File: src/rtl/fll_pkg.sv
package fll_pkg;

    typedef enum logic [1:0] {
        REF_LF      = 2'd0,
        REF_INT     = 2'd1,
        REF_HF      = 2'd2,
        REF_INT_ALT = 2'd3
    } ref_src_e;

    typedef enum logic [1:0] {
        STEP_HOLD,
        STEP_UP,
        STEP_DOWN
    } step_e;

    typedef struct packed {
        logic clk;
        logic rise;
        logic div_clk;
        logic div_rise;
    } dco_taps_t;

    function automatic logic [4:0] prediv_ratio(input logic [2:0] sel);
        case (sel)
            3'd0:    return 5'd1;
            3'd1:    return 5'd2;
            3'd2:    return 5'd4;
            3'd3:    return 5'd8;
            3'd4:    return 5'd12;
            default: return 5'd16;
        endcase
    endfunction

    function automatic logic [5:0] postdiv_ratio(input logic [2:0] sel);
        case (sel)
            3'd0:    return 6'd1;
            3'd1:    return 6'd2;
            3'd2:    return 6'd4;
            3'd3:    return 6'd8;
            3'd4:    return 6'd16;
            default: return 6'd32;
        endcase
    endfunction

endpackage

File: src/rtl/fll_ref_path.sv
module fll_ref_path
    import fll_pkg::*;
#(
    parameter int SYNC_STAGES = 2
) (
    input  logic       clk,
    input  logic       rst,
    input  logic [2:0] ref_in,
    input  logic [1:0] sel,
    input  logic [2:0] div_sel,
    output logic       ref_tick
);
    localparam int NUM_SRC = 3;

    logic [NUM_SRC-1:0] synced;

    for (genvar g = 0; g < NUM_SRC; g++) begin : g_sync
        logic [SYNC_STAGES-1:0] sh_q;
        always_ff @(posedge clk) begin
            if (rst) sh_q <= '0;
            else     sh_q <= {sh_q[SYNC_STAGES-2:0], ref_in[g]};
        end
        assign synced[g] = sh_q[SYNC_STAGES-1];
    end

    logic       picked;
    logic       picked_q;
    logic [4:0] edge_cnt_q;
    logic [4:0] ratio;
    logic       tick_q;

    always_comb begin
        case (ref_src_e'(sel))
            REF_LF:  picked = synced[0];
            REF_HF:  picked = synced[2];
            default: picked = synced[1];
        endcase
    end

    assign ratio = prediv_ratio(div_sel);

    always_ff @(posedge clk) begin
        if (rst) begin
            picked_q   <= 1'b0;
            edge_cnt_q <= '0;
            tick_q     <= 1'b0;
        end else begin
            picked_q <= picked;
            tick_q   <= 1'b0;
            if (picked && !picked_q) begin
                if (edge_cnt_q + 5'd1 >= ratio) begin
                    edge_cnt_q <= '0;
                    tick_q     <= 1'b1;
                end else begin
                    edge_cnt_q <= edge_cnt_q + 5'd1;
                end
            end
        end
    end

    assign ref_tick = tick_q;
endmodule

File: src/rtl/fll_dco_model.sv
module fll_dco_model
    import fll_pkg::*;
#(
    parameter int CODE_W = 10,
    parameter int ACC_W  = 11
) (
    input  logic              clk,
    input  logic              rst,
    input  logic [CODE_W-1:0] code,
    input  logic [2:0]        post_sel,
    output dco_taps_t         taps
);
    logic [ACC_W-1:0] acc_q;
    logic             msb_q;
    logic [4:0]       div_cnt_q;
    logic             div_q;
    logic             div_rise_q;
    logic [5:0]       ratio;
    logic [5:0]       half;
    logic             rise;
    logic             wrap;

    assign ratio = postdiv_ratio(post_sel);
    assign half  = ratio >> 1;
    assign rise  = acc_q[ACC_W-1] & ~msb_q;
    assign wrap  = ({1'b0, div_cnt_q} + 6'd1) >= half;

    always_ff @(posedge clk) begin
        if (rst) begin
            acc_q      <= '0;
            msb_q      <= 1'b0;
            div_cnt_q  <= '0;
            div_q      <= 1'b0;
            div_rise_q <= 1'b0;
        end else begin
            acc_q      <= acc_q + ACC_W'(code);
            msb_q      <= acc_q[ACC_W-1];
            div_rise_q <= 1'b0;
            if (ratio == 6'd1) begin
                div_cnt_q <= '0;
                div_q     <= 1'b0;
            end else if (rise) begin
                if (wrap) begin
                    div_cnt_q  <= '0;
                    div_q      <= ~div_q;
                    div_rise_q <= ~div_q;
                end else begin
                    div_cnt_q <= div_cnt_q + 5'd1;
                end
            end
        end
    end

    assign taps.clk      = acc_q[ACC_W-1];
    assign taps.rise     = rise;
    assign taps.div_clk  = (ratio == 6'd1) ? acc_q[ACC_W-1] : div_q;
    assign taps.div_rise = (ratio == 6'd1) ? rise : div_rise_q;
endmodule

File: src/rtl/fll_loop.sv
module fll_loop
    import fll_pkg::*;
#(
    parameter int CODE_W = 10,
    parameter int NW     = 10,
    parameter int CNT_W  = 16
) (
    input  logic              clk,
    input  logic              rst,
    input  logic              ref_tick,
    input  logic              div_rise,
    input  logic              loop_off,
    input  logic [NW-1:0]     mult_n,
    input  logic              ld,
    input  logic [CODE_W-1:0] ld_val,
    input  logic              fault_clr,
    output logic [CODE_W-1:0] code,
    output logic              fault
);
    localparam logic [CODE_W-1:0] CODE_MAX = '1;
    localparam logic [CNT_W-1:0]  CNT_MAX  = '1;

    logic [CODE_W-1:0] code_q;
    logic [CNT_W-1:0]  cnt_q;
    logic [CNT_W-1:0]  target;
    logic              primed_q;
    logic              fault_q;
    logic              at_lim;
    step_e             step;

    assign target = CNT_W'(mult_n) + CNT_W'(1);
    assign at_lim = (code_q == '0) || (code_q == CODE_MAX);

    always_comb begin
        if (cnt_q < target)      step = STEP_UP;
        else if (cnt_q > target) step = STEP_DOWN;
        else                     step = STEP_HOLD;
    end

    always_ff @(posedge clk) begin
        if (rst) begin
            code_q   <= '0;
            cnt_q    <= '0;
            primed_q <= 1'b0;
            fault_q  <= 1'b1;
        end else begin
            fault_q <= at_lim | (fault_q & ~fault_clr);
            if (loop_off) begin
                primed_q <= 1'b0;
                cnt_q    <= '0;
                if (ld) code_q <= ld_val;
            end else if (ref_tick) begin
                cnt_q    <= div_rise ? CNT_W'(1) : '0;
                primed_q <= 1'b1;
                if (primed_q) begin
                    case (step)
                        STEP_UP:   if (code_q != CODE_MAX) code_q <= code_q + 1'b1;
                        STEP_DOWN: if (code_q != '0)       code_q <= code_q - 1'b1;
                        default:   code_q <= code_q;
                    endcase
                end
            end else if (div_rise && cnt_q != CNT_MAX) begin
                cnt_q <= cnt_q + 1'b1;
            end
        end
    end

    assign code  = code_q;
    assign fault = fault_q;
endmodule

File: src/rtl/fll_ctrl.sv
module fll_ctrl
    import fll_pkg::*;
#(
    parameter int TAP_W       = 5,
    parameter int MOD_W       = 5,
    parameter int ACC_W       = 11,
    parameter int NW          = 10,
    parameter int CNT_W       = 16,
    parameter int SYNC_STAGES = 2
) (
    input  logic                   clk,
    input  logic                   rst,
    input  logic                   ref_lf,
    input  logic                   ref_hf,
    input  logic                   ref_int,
    input  logic [1:0]             ref_sel,
    input  logic [2:0]             ref_div_sel,
    input  logic [NW-1:0]          mult_n,
    input  logic [2:0]             post_div_sel,
    input  logic                   loop_off,
    input  logic                   code_ld,
    input  logic [TAP_W+MOD_W-1:0] code_ld_val,
    input  logic                   fault_clr,
    output logic [TAP_W-1:0]       dco_tap,
    output logic [MOD_W-1:0]       dco_mod,
    output logic                   dco_clk,
    output logic                   dco_div_clk,
    output logic                   dco_fault
);
    localparam int CODE_W = TAP_W + MOD_W;

    logic              ref_tick;
    logic [CODE_W-1:0] code;
    dco_taps_t         taps;

    fll_ref_path #(.SYNC_STAGES(SYNC_STAGES)) u_ref (
        .clk      (clk),
        .rst      (rst),
        .ref_in   ({ref_hf, ref_int, ref_lf}),
        .sel      (ref_sel),
        .div_sel  (ref_div_sel),
        .ref_tick (ref_tick)
    );

    fll_dco_model #(.CODE_W(CODE_W), .ACC_W(ACC_W)) u_dco (
        .clk      (clk),
        .rst      (rst),
        .code     (code),
        .post_sel (post_div_sel),
        .taps     (taps)
    );

    fll_loop #(.CODE_W(CODE_W), .NW(NW), .CNT_W(CNT_W)) u_loop (
        .clk       (clk),
        .rst       (rst),
        .ref_tick  (ref_tick),
        .div_rise  (taps.div_rise),
        .loop_off  (loop_off),
        .mult_n    (mult_n),
        .ld        (code_ld),
        .ld_val    (code_ld_val),
        .fault_clr (fault_clr),
        .code      (code),
        .fault     (dco_fault)
    );

    assign dco_tap     = code[CODE_W-1:MOD_W];
    assign dco_mod     = code[MOD_W-1:0];
    assign dco_clk     = taps.clk;
    assign dco_div_clk = taps.div_clk;
endmodule

File: config.mk
export PLATFORM = sky130hd
export DESIGN_NAME = fll_ctrl
export DESIGN_NICKNAME = d
export VERILOG_FILES = /design/src/rtl/fll_pkg.sv /design/src/rtl/fll_ref_path.sv /design/src/rtl/fll_dco_model.sv /design/src/rtl/fll_loop.sv /design/src/rtl/fll_ctrl.sv
export SDC_FILE = /design/constraint.sdc
export NUM_CORES = 1
export LEC_CHECK = 0
export ABC_AREA = 1
export BUFFER_PORTS_ARGS = -buffer_cell sky130_fd_sc_hd__buf_2
export CAP_MARGIN = 20
export CORE_AREA = 2 2 84 86
export DETAILED_ROUTE_END_ITERATION = 16
export DIE_AREA = 0 0 86 88
export PLACE_DENSITY = 0.84
export SYNTH_ARGS = -nofsm -noshare
export SYNTH_HDL_FRONTEND = slang
export SYNTH_SLANG_ARGS = --single-unit
File: constraint.sdc
create_clock -name clk -period 5.8 [get_ports clk]
set_clock_uncertainty 0.05 [all_clocks]
set_input_delay 0.58 -clock clk [delete_from_list [all_inputs] [get_ports clk]]
set_output_delay 0.58 -clock clk [all_outputs]
set_load 0.01 [all_outputs]
[After elaboration in Yosys (flattened, before gate mapping)]
Index checks and enable logic that the tools add are counted.
Storage, ports and cells
  register bits after elaboration: 60
  input port bits: 36
  logic and storage cells: 93
Cells by class
  add/subtract/negate cells: 8
  $lt $le $gt $ge: 4
  eq/ne operators: 18
  mux-type cells: 20
  bitwise gates (word level): 9
  reductions and logical operators: 19
Operators by type and width (count)
  2-to-1 mux 10 bit: 6
  2-to-1 mux 16 bit: 2
  case mux 6 bit (5 select lines): 1
  case mux 5 bit (5 select lines): 1
  case mux 10 bit (2 select lines): 1
  adder 16 x 1 -> 16 bit (second input constant): 1
  greater-than comparator 16 bit: 1
  < comparator 16 bit: 1
  != test 16 bit (second input constant): 1
  == test 3 x 2 -> 1 bit (second input constant): 4
  adder 10 x 1 -> 11 bit (second input constant): 1
  adder 11 x 10 -> 11 bit: 1
  adder 10 x 1 -> 10 bit (second input constant): 1
  adder 5 x 1 -> 5 bit (second input constant): 2
  == test 10 bit (second input constant): 1
  zero test 10 bit: 1
  2-to-1 mux 5 bit: 2
  != test 10 bit (second input constant): 1
  nonzero test 10 bit: 1
  subtractor 10 x 1 -> 10 bit (second input constant): 1
  adder 5 x 1 -> 6 bit (second input constant): 1
  == test 3 x 1 -> 1 bit (second input constant): 2
  == test 3 bit (second input constant): 2
  == test 6 x 1 -> 1 bit (second input constant): 1
  23 further kinds: 41

[Depth between registers and ports, before layout]
  word-level depth: 9
  mapped depth: 23

[Hierarchy]
A second synthesis with hierarchy kept.
Second synthesis, totals
  cell total of the unflattened synthesis: 625
  area, all modules: 4305.4 sq um
Modules (own cells, without submodules)
  fll_loop: instances 1, cells an instance 337, area each 2233.4 sq um
  fll_dco_model: instances 1, cells an instance 199, area each 1350.0 sq um
  fll_ref_path: instances 1, cells an instance 89, area each 721.9 sq um

[Worst setup path before layout]
Ideal clock, no wire load.
  kind: in2reg
  from: in mult_n[0]
  to: reg u_loop.code_q[7] (netlist: u_loop.code[7])
  setup time: 71 ps
  data arrival time: 3499 ps
  required time: 5679 ps
  setup slack: 2180 ps
  stages: 22
  cells stage by stage: ha_1 > nand3_1 > nand3b_1 > nor2_1 > nand2_1 > xor2_1 > ha_1 > nand2_1 > nor3_2 > nand2_1 > nand2_1 > nand2_1 > inv_1 > ha_1 > a21oi_1 > o21ai_0 > nor2_1 > o21bai_1 > xor2_1 > o21ai_0 > nand2_1 > a21oi_1
On the way
  longest elaborated chain between the ends: 9
  elaborated cells between the ends (all ways): 15
Ends and longest elaborated chain
  from (decl): RTL line fll_ctrl.sv:18  | input logic [NW-1:0] mult_n,
  adder 10 x 1 -> 11 bit (*): RTL line fll_loop.sv:31  | assign target = CNT_W'(mult_n) + CNT_W'(1);
  greater-than comparator 16 bit: RTL line fll_loop.sv:36  | else if (cnt_q > target) step = STEP_DOWN;
  2-to-1 mux 2 bit: RTL line fll_loop.sv:36
  2-to-1 mux 2 bit (*): RTL line fll_loop.sv:35  | if (cnt_q < target) step = STEP_UP;
  == test 2 bit / == test 2 x 1 -> 1 bit (equally long branches): RTL line fll_loop.sv:56  | case (step)
  case mux 10 bit (2 select lines): RTL line fll_loop.sv:56
  2-to-1 mux 10 bit: RTL line fll_loop.sv:55  | if (primed_q) begin
  2-to-1 mux 10 bit: RTL line fll_loop.sv:52  | end else if (ref_tick) begin
  2-to-1 mux 10 bit: RTL line fll_loop.sv:48  | if (loop_off) begin
  to (signal assigned): RTL line fll_loop.sv:51  | if (ld) code_q <= ld_val;
  to (signal assigned): RTL line fll_loop.sv:57  | STEP_UP: if (code_q != CODE_MAX) code_q <= code_q + 1'b1;
  to (signal assigned): RTL line fll_loop.sv:58  | STEP_DOWN: if (code_q != '0) code_q <= code_q - 1'b1;
  to (decl): RTL line fll_loop.sv:23  | logic [CODE_W-1:0] code_q;
Mark *: on every way between the ends. The rest lies on a longest branch, timed or not. The select of a mux whose other input is x is not followed.
A chain may end at the register's enable or synchronous reset.

[Worst setup path in the final report]
Ends and elaborated chain as after synthesis.

==> results.py <==
metrics = {
    "run_status": {
        "status": "finished clean",
    },
    "route": {
        "met1Wirelength_mm": 3.76,
        "wl_met2_mm": 4.58,
        "drc": 0,
        "route.met3.wl_um": 414,
        "first_pass_iters": 5,
        "avgViaCountPerCell": 5.47,
        "avgRoutedWirePerCell_um": 12.5,
        "num_vias": 3890,
        "top_layer": "met4",
        "drt_iter0_markers": 139,
        "wl_mm": 8.90,
        "ant_nets": 0,
    },
    "place": {
        "port_buffers": 48,
        "pre_cts_slack_ns": 1.65,
        "dp_hpwl_mm": 6.78,
        "placed_cell_area_sq_um": 4400,
        "globalplace.congestion": 0.932,
    },
    "critical_path": {
        "crit_chain": "buf_2 -> ha_1 -> nand3_1 -> nand3b_1 -> nor2_1 -> nand2_1 -> xor2_1 -> ha_1 -> nand2_1 -> nor3_2 -> nand2_1 -> nand2_1 -> nand2_1 -> inv_1 -> ha_1 -> a21oi_1 -> o21ai_0 -> nor2_1 -> o21bai_1 -> xor2_1 -> o21ai_0 -> nand2_1 -> a21oi_1",
        "worstSetupPathType": "input pin to flip-flop",
        "r2r_end": "u_loop.code[7]",
        "arrival_ns": 4.11,
        "max_stage_delay_ns": 0.36,
        "r2r_setup_slack_ns": 2.60,
        "ff2ff_path_depth": 18,
        "startpoint_type": "input pin",
        "cp_max_fo": 9,
        "end_kind": "flip-flop",
        "path_common_cell": "nand2_1",
        "crit_path_top_delay_cell": "ha_1",
        "r2r-start": "u_loop.cnt_q[7]",
        "critPathRequiredTime_ns": 6.03,
    },
    "cells_and_area": {
        "area_growth_pct": 13.1,
        "num-nets-final": 707,
        "layout_common_cells": "nand2_1 (100), inv_1 (77), nor2_1 (64)",
        "n_antenna_cell": 0,
        "drive_gt1_share_pct": 15.8,
        "final_cell_area_sq_um": 4640,
        "layout_commonest_cell": "nand2_1",
    },
    "clocking": {
        "numClockSinks": 60,
        "cts_hold_buffers": 0,
        "insertion_delay_ns": 0.35,
        "htreeDepth": 3,
        "cts_resized": 0,
        "post_cts_buffers": 0,
        "cts.path.max_buffers": 2,
        "numCtsBuffers": 9,
        "cts.reportedPaths.clkPinSlew_ns": 0.07,
        "cts_tree": "built",
        "clockRootBuffer": "clkbuf_8",
    },
    "power": {
        "vdd.ir_drop.worst_v": 0.000192,
        "p_leak_nw": 2.09,
        "power.density_nw_per_um2": 219,
    },
    "floorplanning": {
        "core_area_sq_um": 6640,
        "dieArea_sq_um": 7570,
        "io_pins": 49,
        "die_width_um": 86,
        "die_h_um": 88,
        "initial_core_util_pct": 61.7,
        "rows": 30,
    },
    "worst_hold_path": {
        "holdPathStages": 2,
        "holdPathEnd": "u_ref.g_sync[0].sh_q[1]",
        "min_path_type": "flip-flop to flip-flop",
        "worstHoldStart": "u_ref.g_sync[0].sh_q[0]",
    },
    "timing": {
        "relSlewSlack_pct": 45.8,
        "period_share_pct": 66.8,
        "hold_viol_final": 0,
        "maxSlewViolCount": 0,
        "fin_ws_ns": 1.93,
        "timing.fmax_mhz": 258,
        "tns_ns": 0,
        "report.final.setup_viol": 0,
        "worst_slew_pin_slew_ns": 0.810,
        "fin_crit_ns": 3.87,
        "rsz0062_at_grt": "false",
    },
    "synth": {
        "synth-main-ff-cell": "dfxtp_1",
        "synth_edf_count": 0,
        "avgSynthCellArea_sq_um": 7.15,
        "yosysWarnings": 0,
        "ys_seq_elements": 60,
        "syn_nets": 655,
        "netlist_area_sq_um": 4100,
        "yosysSeqAreaShare_pct": 29.3,
        "yosysTopAreaCellShare_pct": 29.3,
        "syn_inst": 574,
        "synthDistinctLibCells": 48,
        "synth.area.top_cells": "dfxtp_1 (29%), ha_1 (13%), nand2_1 (9.2%), inv_1 (7.0%), a21oi_1 (6.2%)",
        "async_flop_share_pct": 0,
        "yosysTopAreaCell": "dfxtp_1",
    },
    "job": {
        "max-cap-violations": 0,
    },
    "grt": {
        "grt_pass1_vias": 3682,
        "grt_max_degree": 23,
        "grt_first_pass_wirelength_mm": 15.6,
        "overflow": 0,
        "antenna_found_initial": 0,
        "grt.total_usage_pct": 25.4,
    },
}
## logic make-up after synthesis
kind of cell / count (synthesis) / share of synthesized area [%]
compound gates: 119 / 16.6
xor+xnor: 21 / 4.48
fa+ha+maj: 45 / 14.1
buf+inv: 89 / 8.54
flops: 60 / 29.3
mux: 1 / 0.244
simple gates: 239 / 26.8
## area by class of cell
cell class,instances,area (sq um)
fillers,506,2000
inverters,82,313
multi-input cells,425,2550
clock inverters,5,83.8
repair buffers,48,240
clock buffers,11,151
well taps,80,100
flip-flops and latches,60,1200
## cells in the mapped netlist, types with 3 or more instances
master	count
a31oi_1	3
nand2_2	10
nor2_1	64
xor2_1	13
nor2_2	5
nand3_1	26
inv_2	3
xnor2_1	8
o21ai_0	33
o21a_1	3
nor3_1	11
nand2_1	100
ha_1	43
nand4_1	4
o21ai_1	12
inv_1	77
clkbuf_1	5
nand3b_1	3
a21oi_1	51
nor2_4	4
nand3_2	3
dfxtp_1	60
## critical path, delay by kind of cell
kind            cells  cell delay, ns
compound gates      5            0.67
xor+xnor            2            0.28
fa+ha+maj           3            0.82
buf+inv             2            0.39
simple gates       11            1.35
## through the flow
step | std cells | hold WS [ns] | power (mW) | util, %
2_1_floorplan | 574 | 0.338 | 0.542 | -
3_3_place_gp | 695 | 0.339 | 0.579 | 66.3
3_5_place_dp | 695 | 0.346 | 0.585 | 66.3
4_1_cts | 711 | 0.356 | 1.02 | 69.8
5_1_grt | 711 | 0.376 | 1.06 | 69.8
6_report | 711 | 0.354 | 1.02 | 69.8
## routing by layer
layer | up-vias | GRT usage (%)
li1 | 1999 | -
met1 | 1789 | 29.3
met2 | 88 | 47.4
met3 | 14 | 5.00
met4 | 0 | 7.94
met5 | - | 0
## power breakdown
group,switching (mW),internal [mW],leakage [nW]
combinational,0.0827,0.0532,1.49
sequential,0.0136,0.428,0.488
clock,0.175,0.266,0.112
total,0.271,0.747,2.09
## how the worst max path moves through the flow
| stage | start | end | cells after the start |
|---|---|---|---|
| after floorplan | mult_n[0] | u_loop.code[7] | 22 |
| after global placement | mult_n[0] | u_loop.code[7] | 23 |
| after detailed placement | mult_n[0] | u_loop.code[7] | 23 |
| after CTS | mult_n[0] | u_loop.code[7] | 23 |
| after global routing | mult_n[0] | u_loop.code[6] | 21 |
| final | mult_n[0] | u_loop.code[7] | 23 |
## registers in the layout (all words and copies together), names as in the netlist
register           cells
u_loop.cnt_q          16
u_dco.div_q            1
u_dco.msb_q            1
u_dco.acc_q           11
u_loop.primed_q        1
u_dco.div_cnt_q        5
u_ref.picked_q         1
u_dco.div_rise_q       1
u_ref.edge_cnt_q       5
u_loop.code           10
u_loop.fault           1
u_ref.g_sync.sh_q      6
u_ref.ref_tick         1
Power figures use the tool's default switching activity.
